$ cat config.mk
export PLATFORM = sky130hd
export DESIGN_NAME = edh_gen
export DESIGN_NICKNAME = d
export VERILOG_FILES = /design/src/rtl/edh_pkg.sv /design/src/rtl/edh_chk_acc.sv /design/src/rtl/edh_slot_ctrl.sv /design/src/rtl/edh_pkt_fmt.sv /design/src/rtl/edh_gen.sv
export SDC_FILE = /design/constraint.sdc
export NUM_CORES = 1
export LEC_CHECK = 0
export BUFFER_PORTS_ARGS = -buffer_cell sky130_fd_sc_hd__buf_2
export CORE_MARGIN = 5
export CORE_UTILIZATION = 59
export CTS_BUF_LIST = sky130_fd_sc_hd__clkbuf_8
export CTS_CLUSTER_SIZE = 20
export DETAILED_ROUTE_END_ITERATION = 7
export PLACE_DENSITY = 0.73
export SYNTH_ARGS = -nofsm -noshare
export SYNTH_HDL_FRONTEND = slang
export SYNTH_SLANG_ARGS = --single-unit
$ cat constraint.sdc
create_clock -name clk -period 4.5 [get_ports clk]
set_clock_uncertainty 0.15 [all_clocks]
set_input_delay 0.675 -clock clk [delete_from_list [all_inputs] [get_ports clk]]
set_output_delay 0.675 -clock clk [all_outputs]
set_load 0.03 [all_outputs]
$ cat src/rtl/edh_pkg.sv
// Shared constants and helpers for the check word generator.
// Assumes 10-bit video words and 8-bit packet payload bytes.
package edh_pkg;
    localparam int WORD_W   = 10;
    localparam int CHK_W    = 16;
    localparam int PKT_LEN  = 12;
    localparam int IDX_W    = $clog2(PKT_LEN);
    localparam logic [CHK_W-1:0] CHK_POLY = 16'h1041;
    localparam logic [7:0] DCNT_BYTE = 8'h05;

    localparam logic [IDX_W-1:0] IX_ADF0 = 4'd0;
    localparam logic [IDX_W-1:0] IX_ADF1 = 4'd1;
    localparam logic [IDX_W-1:0] IX_ADF2 = 4'd2;
    localparam logic [IDX_W-1:0] IX_DID  = 4'd3;
    localparam logic [IDX_W-1:0] IX_BLK  = 4'd4;
    localparam logic [IDX_W-1:0] IX_DC   = 4'd5;
    localparam logic [IDX_W-1:0] IX_A0   = 4'd6;
    localparam logic [IDX_W-1:0] IX_A1   = 4'd7;
    localparam logic [IDX_W-1:0] IX_F0   = 4'd8;
    localparam logic [IDX_W-1:0] IX_F1   = 4'd9;
    localparam logic [IDX_W-1:0] IX_FLG  = 4'd10;
    localparam logic [IDX_W-1:0] IX_CS   = 4'd11;

    // Wrap a payload byte with even parity in bit 8 and its inverse in bit 9.
    function automatic logic [WORD_W-1:0] fmt_word(input logic [7:0] b);
        logic p;
        p = ^b;
        return {~p, p, b};
    endfunction

    // Advance a check word by one video word, bit 0 first.
    function automatic logic [CHK_W-1:0] chk_step(input logic [CHK_W-1:0] c,
                                                  input logic [WORD_W-1:0] w);
        logic [CHK_W-1:0] r;
        logic fb;
        r = c;
        for (int i = 0; i < WORD_W; i++) begin
            fb = r[CHK_W-1] ^ w[i];
            r  = {r[CHK_W-2:0], 1'b0};
            if (fb) r = r ^ CHK_POLY;
        end
        return r;
    endfunction
endpackage

$ cat src/rtl/edh_chk_acc.sv
// One region accumulator: folds gated words into a running check word and
// hands the result to a held register on the field-end strobe.
// Assumes field_end is a single-cycle strobe; its word is not folded in.
module edh_chk_acc
    import edh_pkg::*;
(
    input  logic              clk,
    input  logic              rst_n,
    input  logic [WORD_W-1:0] word,
    input  logic              gate,
    input  logic              field_end,
    output logic [CHK_W-1:0]  held
);
    logic [CHK_W-1:0] acc_q;

    // Accumulate, or latch and clear at the field boundary.
    always_ff @(posedge clk) begin
        if (!rst_n) begin
            acc_q <= '0;
            held  <= '0;
        end else if (field_end) begin
            held  <= acc_q;
            acc_q <= '0;
        end else if (gate) begin
            acc_q <= chk_step(acc_q, word);
        end
    end

    assert_acc_gate_R3: assert property (@(posedge clk) disable iff (!rst_n)
        (!gate && !field_end) |=> $stable(acc_q));
    assert_held_only_at_end_R3: assert property (@(posedge clk) disable iff (!rst_n)
        !field_end |=> $stable(held));
endmodule

$ cat src/rtl/edh_slot_ctrl.sv
// Tracks the 12-word ancillary slot, recognises a valid incoming packet
// header and decides word by word whether the slot is overwritten.
// Assumes anc_slot marks index 0; a new strobe restarts the slot.
module edh_slot_ctrl
    import edh_pkg::*;
#(
    parameter logic [7:0] DID_CODE = 8'hF4
) (
    input  logic              clk,
    input  logic              rst_n,
    input  logic              anc_slot,
    input  logic [WORD_W-1:0] vid_in,
    input  logic              edh_en,
    input  logic              edh_force,
    output logic              slot_active,
    output logic [IDX_W-1:0]  slot_idx,
    output logic              pkt_present,
    output logic              ins_now
);
    localparam logic [IDX_W-1:0] LAST_IX = IDX_W'(PKT_LEN - 1);

    logic             busy_q;
    logic [IDX_W-1:0] cnt_q;
    logic             hdr_q, pres_q, ins_q;
    logic             hdr_now;

    assign slot_active = anc_slot | busy_q;
    assign slot_idx    = anc_slot ? '0 : cnt_q;

    // Running check of the three flag words at the head of the slot.
    always_comb begin
        case (slot_idx)
            IX_ADF0:          hdr_now = (vid_in == 10'h000);
            IX_ADF1, IX_ADF2: hdr_now = hdr_q && (vid_in == 10'h3FF);
            default:          hdr_now = hdr_q;
        endcase
    end

    // Packet is present when the header and data ID both match.
    always_comb begin
        if (slot_idx == IX_DID) pkt_present = hdr_q && (vid_in == fmt_word(DID_CODE));
        else                    pkt_present = pres_q;
    end

    // Replace the word when enabled and either forced or a packet is present.
    always_comb begin
        if (!slot_active || !edh_en) ins_now = 1'b0;
        else if (slot_idx < IX_DID)  ins_now = edh_force;
        else if (slot_idx == IX_DID) ins_now = edh_force || pkt_present;
        else                         ins_now = ins_q;
    end

    // Slot position counter.
    always_ff @(posedge clk) begin
        if (!rst_n) begin
            busy_q <= 1'b0;
            cnt_q  <= '0;
        end else if (anc_slot) begin
            busy_q <= 1'b1;
            cnt_q  <= IDX_W'(1);
        end else if (busy_q) begin
            if (cnt_q == LAST_IX) begin
                busy_q <= 1'b0;
                cnt_q  <= '0;
            end else begin
                cnt_q <= cnt_q + IDX_W'(1);
            end
        end
    end

    // Header, presence and insertion state held across the slot.
    always_ff @(posedge clk) begin
        if (!rst_n) begin
            hdr_q  <= 1'b0;
            pres_q <= 1'b0;
            ins_q  <= 1'b0;
        end else if (slot_active) begin
            if (slot_idx <= IX_ADF2) hdr_q <= hdr_now;
            if (slot_idx == IX_DID) begin
                pres_q <= pkt_present;
                ins_q  <= ins_now;
            end
        end
    end

    assert_idx_range_R5: assert property (@(posedge clk) disable iff (!rst_n)
        slot_active |-> (slot_idx <= LAST_IX));
    assert_slot_len_R5: assert property (@(posedge clk) disable iff (!rst_n)
        (busy_q && cnt_q == LAST_IX && !anc_slot) |=> !busy_q);
endmodule

$ cat src/rtl/edh_pkt_fmt.sv
// Builds the outgoing packet words, captures the received check words and
// flag byte, and updates the three status groups at the flag position.
// Assumes slot index and presence come from the slot controller.
module edh_pkt_fmt
    import edh_pkg::*;
#(
    parameter logic [7:0] DID_CODE = 8'hF4,
    parameter logic [7:0] BLK_CODE = 8'h00
) (
    input  logic              clk,
    input  logic              rst_n,
    input  logic              slot_active,
    input  logic [IDX_W-1:0]  slot_idx,
    input  logic [7:0]        rx_byte,
    input  logic              pkt_present,
    input  logic [CHK_W-1:0]  held_act,
    input  logic [CHK_W-1:0]  held_fld,
    output logic [WORD_W-1:0] gen_word,
    output logic [1:0]        err_local,
    output logic [1:0]        err_upstream,
    output logic              pkt_missing
);
    logic [CHK_W-1:0] rx_act_q, rx_fld_q;
    logic [8:0]       sum_q;
    logic [1:0]       loc_now, up_now;

    // Flags that the current packet yields.
    always_comb begin
        if (pkt_present) begin
            loc_now = {rx_fld_q != held_fld, rx_act_q != held_act};
            up_now  = {rx_byte[1] | rx_byte[3], rx_byte[0] | rx_byte[2]};
        end else begin
            loc_now = 2'b00;
            up_now  = 2'b00;
        end
    end

    // Select the outgoing word for the current slot index.
    always_comb begin
        case (slot_idx)
            IX_ADF0: gen_word = 10'h000;
            IX_ADF1: gen_word = 10'h3FF;
            IX_ADF2: gen_word = 10'h3FF;
            IX_DID:  gen_word = fmt_word(DID_CODE);
            IX_BLK:  gen_word = fmt_word(BLK_CODE);
            IX_DC:   gen_word = fmt_word(DCNT_BYTE);
            IX_A0:   gen_word = fmt_word(held_act[7:0]);
            IX_A1:   gen_word = fmt_word(held_act[15:8]);
            IX_F0:   gen_word = fmt_word(held_fld[7:0]);
            IX_F1:   gen_word = fmt_word(held_fld[15:8]);
            IX_FLG:  gen_word = fmt_word({4'b0000, up_now, loc_now});
            default: gen_word = {~sum_q[8], sum_q};
        endcase
    end

    // Capture received check bytes from the incoming packet.
    always_ff @(posedge clk) begin
        if (!rst_n) begin
            rx_act_q <= '0;
            rx_fld_q <= '0;
        end else if (slot_active) begin
            case (slot_idx)
                IX_A0:   rx_act_q[7:0]  <= rx_byte;
                IX_A1:   rx_act_q[15:8] <= rx_byte;
                IX_F0:   rx_fld_q[7:0]  <= rx_byte;
                IX_F1:   rx_fld_q[15:8] <= rx_byte;
                default: ;
            endcase
        end
    end

    // Running checksum over data ID through the flag word.
    always_ff @(posedge clk) begin
        if (!rst_n)                                     sum_q <= '0;
        else if (slot_active && slot_idx == IX_DID)     sum_q <= gen_word[8:0];
        else if (slot_active && slot_idx > IX_DID && slot_idx <= IX_FLG)
                                                        sum_q <= sum_q + gen_word[8:0];
    end

    // Status groups update on the flag word.
    always_ff @(posedge clk) begin
        if (!rst_n) begin
            err_local    <= 2'b00;
            err_upstream <= 2'b00;
            pkt_missing  <= 1'b0;
        end else if (slot_active && slot_idx == IX_FLG) begin
            err_local    <= loc_now;
            err_upstream <= up_now;
            pkt_missing  <= !pkt_present;
        end
    end

    assert_missing_clears_R10: assert property (@(posedge clk) disable iff (!rst_n)
        pkt_missing |-> (err_local == 2'b00 && err_upstream == 2'b00));
    assert_cs_parity_R7: assert property (@(posedge clk) disable iff (!rst_n)
        (slot_active && slot_idx == IX_CS) |-> (gen_word[9] != gen_word[8]));
    assert_status_hold_R12: assert property (@(posedge clk) disable iff (!rst_n)
        !(slot_active && slot_idx == IX_FLG) |=> $stable(err_local) && $stable(pkt_missing));
endmodule

$ cat src/rtl/edh_gen.sv
// Top: two region accumulators, slot control, packet formatter and the
// output register that selects between pass-through and the new packet.
// Assumes one video word per clock and strobes aligned with their word.
module edh_gen
    import edh_pkg::*;
#(
    parameter logic [7:0] DID_CODE = 8'hF4,
    parameter logic [7:0] BLK_CODE = 8'h00
) (
    input  logic              clk,
    input  logic              rst_n,
    input  logic [WORD_W-1:0] vid_in,
    input  logic              act_rgn,
    input  logic              fld_rgn,
    input  logic              field_end,
    input  logic              anc_slot,
    input  logic              edh_en,
    input  logic              edh_force,
    output logic [WORD_W-1:0] vid_out,
    output logic [1:0]        err_local,
    output logic [1:0]        err_upstream,
    output logic              pkt_missing
);
    localparam int N_RGN = 2;

    logic [N_RGN-1:0] rgn_gate;
    logic [CHK_W-1:0] held [N_RGN];
    logic             slot_active, pkt_present, ins_now;
    logic [IDX_W-1:0] slot_idx;
    logic [WORD_W-1:0] gen_word;

    assign rgn_gate = {fld_rgn, act_rgn};

    for (genvar g = 0; g < N_RGN; g++) begin : g_acc
        edh_chk_acc u_acc (
            .clk       (clk),
            .rst_n     (rst_n),
            .word      (vid_in),
            .gate      (rgn_gate[g]),
            .field_end (field_end),
            .held      (held[g])
        );
    end

    edh_slot_ctrl #(.DID_CODE(DID_CODE)) u_slot (
        .clk         (clk),
        .rst_n       (rst_n),
        .anc_slot    (anc_slot),
        .vid_in      (vid_in),
        .edh_en      (edh_en),
        .edh_force   (edh_force),
        .slot_active (slot_active),
        .slot_idx    (slot_idx),
        .pkt_present (pkt_present),
        .ins_now     (ins_now)
    );

    edh_pkt_fmt #(.DID_CODE(DID_CODE), .BLK_CODE(BLK_CODE)) u_fmt (
        .clk          (clk),
        .rst_n        (rst_n),
        .slot_active  (slot_active),
        .slot_idx     (slot_idx),
        .rx_byte      (vid_in[7:0]),
        .pkt_present  (pkt_present),
        .held_act     (held[0]),
        .held_fld     (held[1]),
        .gen_word     (gen_word),
        .err_local    (err_local),
        .err_upstream (err_upstream),
        .pkt_missing  (pkt_missing)
    );

    // Output register: new packet word or the delayed input word.
    always_ff @(posedge clk) begin
        if (!rst_n) vid_out <= '0;
        else        vid_out <= ins_now ? gen_word : vid_in;
    end

    assert_pass_outside_slot_R4: assert property (@(posedge clk) disable iff (!rst_n)
        !slot_active |=> (vid_out == $past(vid_in)));
    assert_disabled_bypass_R8: assert property (@(posedge clk) disable iff (!rst_n)
        !edh_en |=> (vid_out == $past(vid_in)));
endmodule

==> impl_metrics.csv <==
group,metric,value,unit
cts,cts.clk_slew.worst_paths,80,ps
detailed_routing,first_pass_iters,5,
pwr,p_sw,788.5,uW
logic_synthesis,yosysWarnings,0,
cts,clock_path_buffers,2,
worst_hold_path,hold_start,"u_fmt.rx_act_q[9]$_SDFFE_PN0P_",
worst_setup_path,worstPathArrival,4320,ps
grt,grt_first_pass_wirelength,28920,um
outcome,status,"finished, final reports clean",
worst_setup_path,cp-start-kind,"flip-flop",
placed_design,place_hpwl,12600,um
pwr,power.share.clock,38.3,%
worst_hold_path,hold_depth,2,
worst_setup_path,crit_fanout,13,
detailed_routing,via_per_inst,5.860,
worst_setup_path,critical-path-top-delay-family,"compound AO/OA/AOI/OAI gates",
logic_synthesis,synth_cell_types,64,
floorplan,core_area,0.01152,mm^2
cts,htree_levels,4,
detailed_routing,drtIter0Drc,422,
detailed_routing,wl_per_cell,19.19,um
sta,fin_crit,4122,ps
grt,antenna_found_initial,0,
logic_synthesis,ys.flop_type,"dfxtp_1",
sta,worstMarginPinSlew,1323,ps
job,cap_violations,0,
floorplan,die_w,118.8,um
logic_synthesis,synthMostInstantiatedCell,"dfxtp_1",
worst_setup_path,r2r_setup_slack,380,ps
logic_synthesis,synth_common_cells,"dfxtp_1, xnor2_1, nor2b_1, mux2i_1, nor2_1",
worst_setup_path,crit_type,"reg -> reg",
cts,root_buffer,"clkbuf_8",
detailed_routing,vias,5426,
sta,hold-worst-slack,334.8,ps
grt,grt_max_degree,56,
detailed_routing,wl,17770,um
cts,cts_tree,"yes",
pwr,p_int,1994,uW
floorplan,ios,33,
pwr,p_seq_share,44.0,%
sta,finalSetupViolations,0,
worst_setup_path,crit_buf_inv,0,
worst_setup_path,reg2reg_to,"u_fmt.sum_q[8]$_SDFFE_PN0P_",
floorplan,die_height,118.8,um
final_layout,drive_gt1_share,13.03,%
logic_synthesis,synth_area_leader_cell,"dfxtp_1",
worst_setup_path,r2r_cells,16,
logic_synthesis,synthTopCellsByArea,"dfxtp_1, xnor2_1, mux2i_1",
worst_setup_path,regToRegStartpoint,"u_slot.cnt_q[1]$_SDFFE_PP0P_",
sta,worst_slack,377.8,ps
worst_setup_path,cp-end-kind,"flip-flop",
detailed_routing,drcViolationCount,0,
grt,grt_usage,26.21,%
logic_synthesis,avgSynthCellArea,9.353,um^2
sta,period_share,91.60,%
floorplan,rows,39,
cts,cts_buffers,17,
final_layout,syn2layout_area_growth,10.19,%
pwr,pwr-share-comb,17.7,%
worst_setup_path,crit_chain,"nand2b_2 -> nor3_2 -> mux2i_2 -> nand2b_1 -> nand2b_1 -> a31oi_1 -> ha_1 -> fa_1 -> a21o_1 -> a21oi_1 -> o21bai_1 -> a21oi_1 -> o21ai_0 -> nand3b_1 -> mux2i_1 -> a2111oi_2",
logic_synthesis,ys_ff_latch,128,
pwr,power_density,361.5,mW/mm^2
worst_setup_path,slowest_delay,490,ps
worst_hold_path,hp-class,"reg -> reg",
logic_synthesis,async_flop_share,0,%
detailed_routing,final_antenna_net_count,0,
worst_setup_path,cp.required,4690,ps
sta,rsz0062_at_grt,"false",
logic_synthesis,yosysSeqAreaShare,36.68,%
final_layout,antennaDiodeCount,0,
final_layout,fin_cells,926,
worst_hold_path,min_to,"u_fmt.rx_act_q[9]$_SDFFE_PN0P_",
pwr,total_power,2783,uW
sta,timing_hold_violations_final,0,
placed_design,dp.cells,894,
grt,grt_pass1_vias,5388,
cts,cts_hold_repair.buffers,0,
logic_synthesis,synth_nets,775,
sta,slew_viol_final,0,
worst_setup_path,slowest_stage,"dfxtp_2",
cts,clk_latency,470,ps
pwr,vdd_drop_max,0.3745,mV
pwr,p_sw_share,28.33,%
final_layout,nets,798,
pwr,total_leakage_power,0.003190,uW
logic_synthesis,syn_area,0.006987,mm^2
floorplan,start_util,60.67,%
logic_synthesis,synth_top_area_share,36.68,%
sta,max_freq,0.2426,GHz
placed_design,io_buffers,32,
floorplan,die_area,0.01412,mm^2
cts,clock-sinks,128,
placed_design,dp_slack,-11.03,ps
placed_design,gp_congestion,0.9255,
logic_synthesis,postSynthCellCount,747,
sta,slew_headroom,11.83,%
logic_synthesis,synth_edf_count,0,
grt,gr-total-overflow,0,
==> per-layer routing <==
metal | vias up | routed length (um) | track usage, %
met1 | 2590 | 7908 | 33.60
met4 | 0 | 563 | 11.88
li1 | 2608 | - | -
met2 | 187 | 8188 | 41.42
met3 | 41 | 1113 | 7.109
met5 | - | 0 | 0
==> state kept, by name (all words and copies together) (netlist names) <==
signal	count
g_acc.u_acc.acc_q	32
g_acc.u_acc.held	32
u_fmt.err_local	2
u_fmt.err_upstream	2
u_fmt.pkt_missing	1
u_fmt.rx_act_q	16
u_fmt.rx_fld_q	16
u_fmt.sum_q	9
u_slot.busy_q	1
u_slot.cnt_q	4
u_slot.hdr_q	1
u_slot.ins_q	1
u_slot.pres_q	1
vid_out	10
==> logic make-up (layout without fill, tap and decap cells) <==
family                     count (synthesis)  in the layout  synth area share [%]
DFF                                      128            128                 36.68
xor gates and xnor gates                 135            135                 17.12
and+or+nand+nor                          229            229                 18.32
AOI/OAI and AO/OA                        114            114                 11.64
adders and majority gates                 10             10                 1.898
muxes                                     76             76                 11.01
buffers and inverters                     55             91                 3.331
==> power by group through the flow <==
stage	combinational [uW]	clock, uW	sequential, uW
3_3_place_gp	476	0	1250
5_1_grt	537	1140	1230
4_1_cts	492	1080	1220
6_report	493	1070	1220
3_5_place_dp	483	0	1250
2_1_floorplan	382	0	1240
==> placed cells by master, fill, tap and decap left out, types with 3 or more instances in the layout <==
| cell type | count |
|---|---|
| o32a_1 | 6 |
| a22oi_1 | 9 |
| o21ai_1 | 5 |
| mux2i_1 | 71 |
| nor4_2 | 3 |
| inv_1 | 9 |
| ha_1 | 9 |
| a22o_1 | 8 |
| nor2_1 | 52 |
| a21boi_0 | 12 |
| buf_2 | 32 |
| clkbuf_8 | 20 |
| buf_4 | 19 |
| xor2_1 | 43 |
| a21oi_1 | 18 |
| a211oi_1 | 19 |
| and2_1 | 5 |
| nand3_1 | 12 |
| or3_1 | 3 |
| nor4_1 | 3 |
| bufinv_16 | 3 |
| nand2b_1 | 6 |
| nor3_1 | 6 |
| a31oi_1 | 3 |
| o21ai_0 | 12 |
| clkinvlp_4 | 3 |
| and3_1 | 6 |
| nor2b_1 | 73 |
| nand4_1 | 7 |
| xnor2_1 | 91 |
| o21a_1 | 3 |
| dfxtp_1 | 127 |
| nand2_1 | 37 |
| o21bai_1 | 4 |
==> stage by stage <==
step           setup TNS [ps]  instance area, um^2  util (%)
6_report                    0                 7699     66.85
5_1_grt                     0                 7699     66.85
4_1_cts                     0                 7697     66.84
3_5_place_dp           -11.03                 7266     63.09
3_3_place_gp                0                 7266     63.09
2_1_floorplan               0                 6987         -
==> timing repair <==
| item | CTS | global route |
|---|---|---|
| buffers inserted | 0 | 0 |
| setup endpoints to repair | 0 | 1 |
| gates resized for setup | 0 | 1 |
==> layout make-up <==
class                   count  area, um^2
multi-input cells         564        4192
inverters                   8       30.03
repair buffers             51       302.8
fillers                   964        3817
clock inverters            12       156.4
clock buffers              20       275.3
well taps                 143       178.9
flip-flops and latches    128        2564
==> how the worst max path moves through the flow <==
stage / from / to / slack, ps / cells after the start
finish: u_slot.cnt_q[1]$_SDFFE_PP0P_ / u_fmt.sum_q[8]$_SDFFE_PN0P_ / 380 / 16
global route: u_slot.cnt_q[1]$_SDFFE_PP0P_ / u_fmt.sum_q[8]$_SDFFE_PN0P_ / 110 / 16
CTS: u_slot.cnt_q[1]$_SDFFE_PP0P_ / u_fmt.sum_q[8]$_SDFFE_PN0P_ / 280 / 16
detailed placement: vid_in[0] / u_fmt.sum_q[8]$_SDFFE_PN0P_ / -10 / 16
global placement: vid_in[0] / u_fmt.sum_q[8]$_SDFFE_PN0P_ / 280 / 16
floorplan: anc_slot / u_fmt.sum_q[8]$_SDFFE_PN0P_ / 350 / 17
==> tightest hold or removal path, delay by kind of cell (launching register included) <==
kind	cells	cell delay (ps)
simple gates	1	50
flops	1	320
compound gates	1	70
No activity file was read; power rests on OpenSTA's default activity.
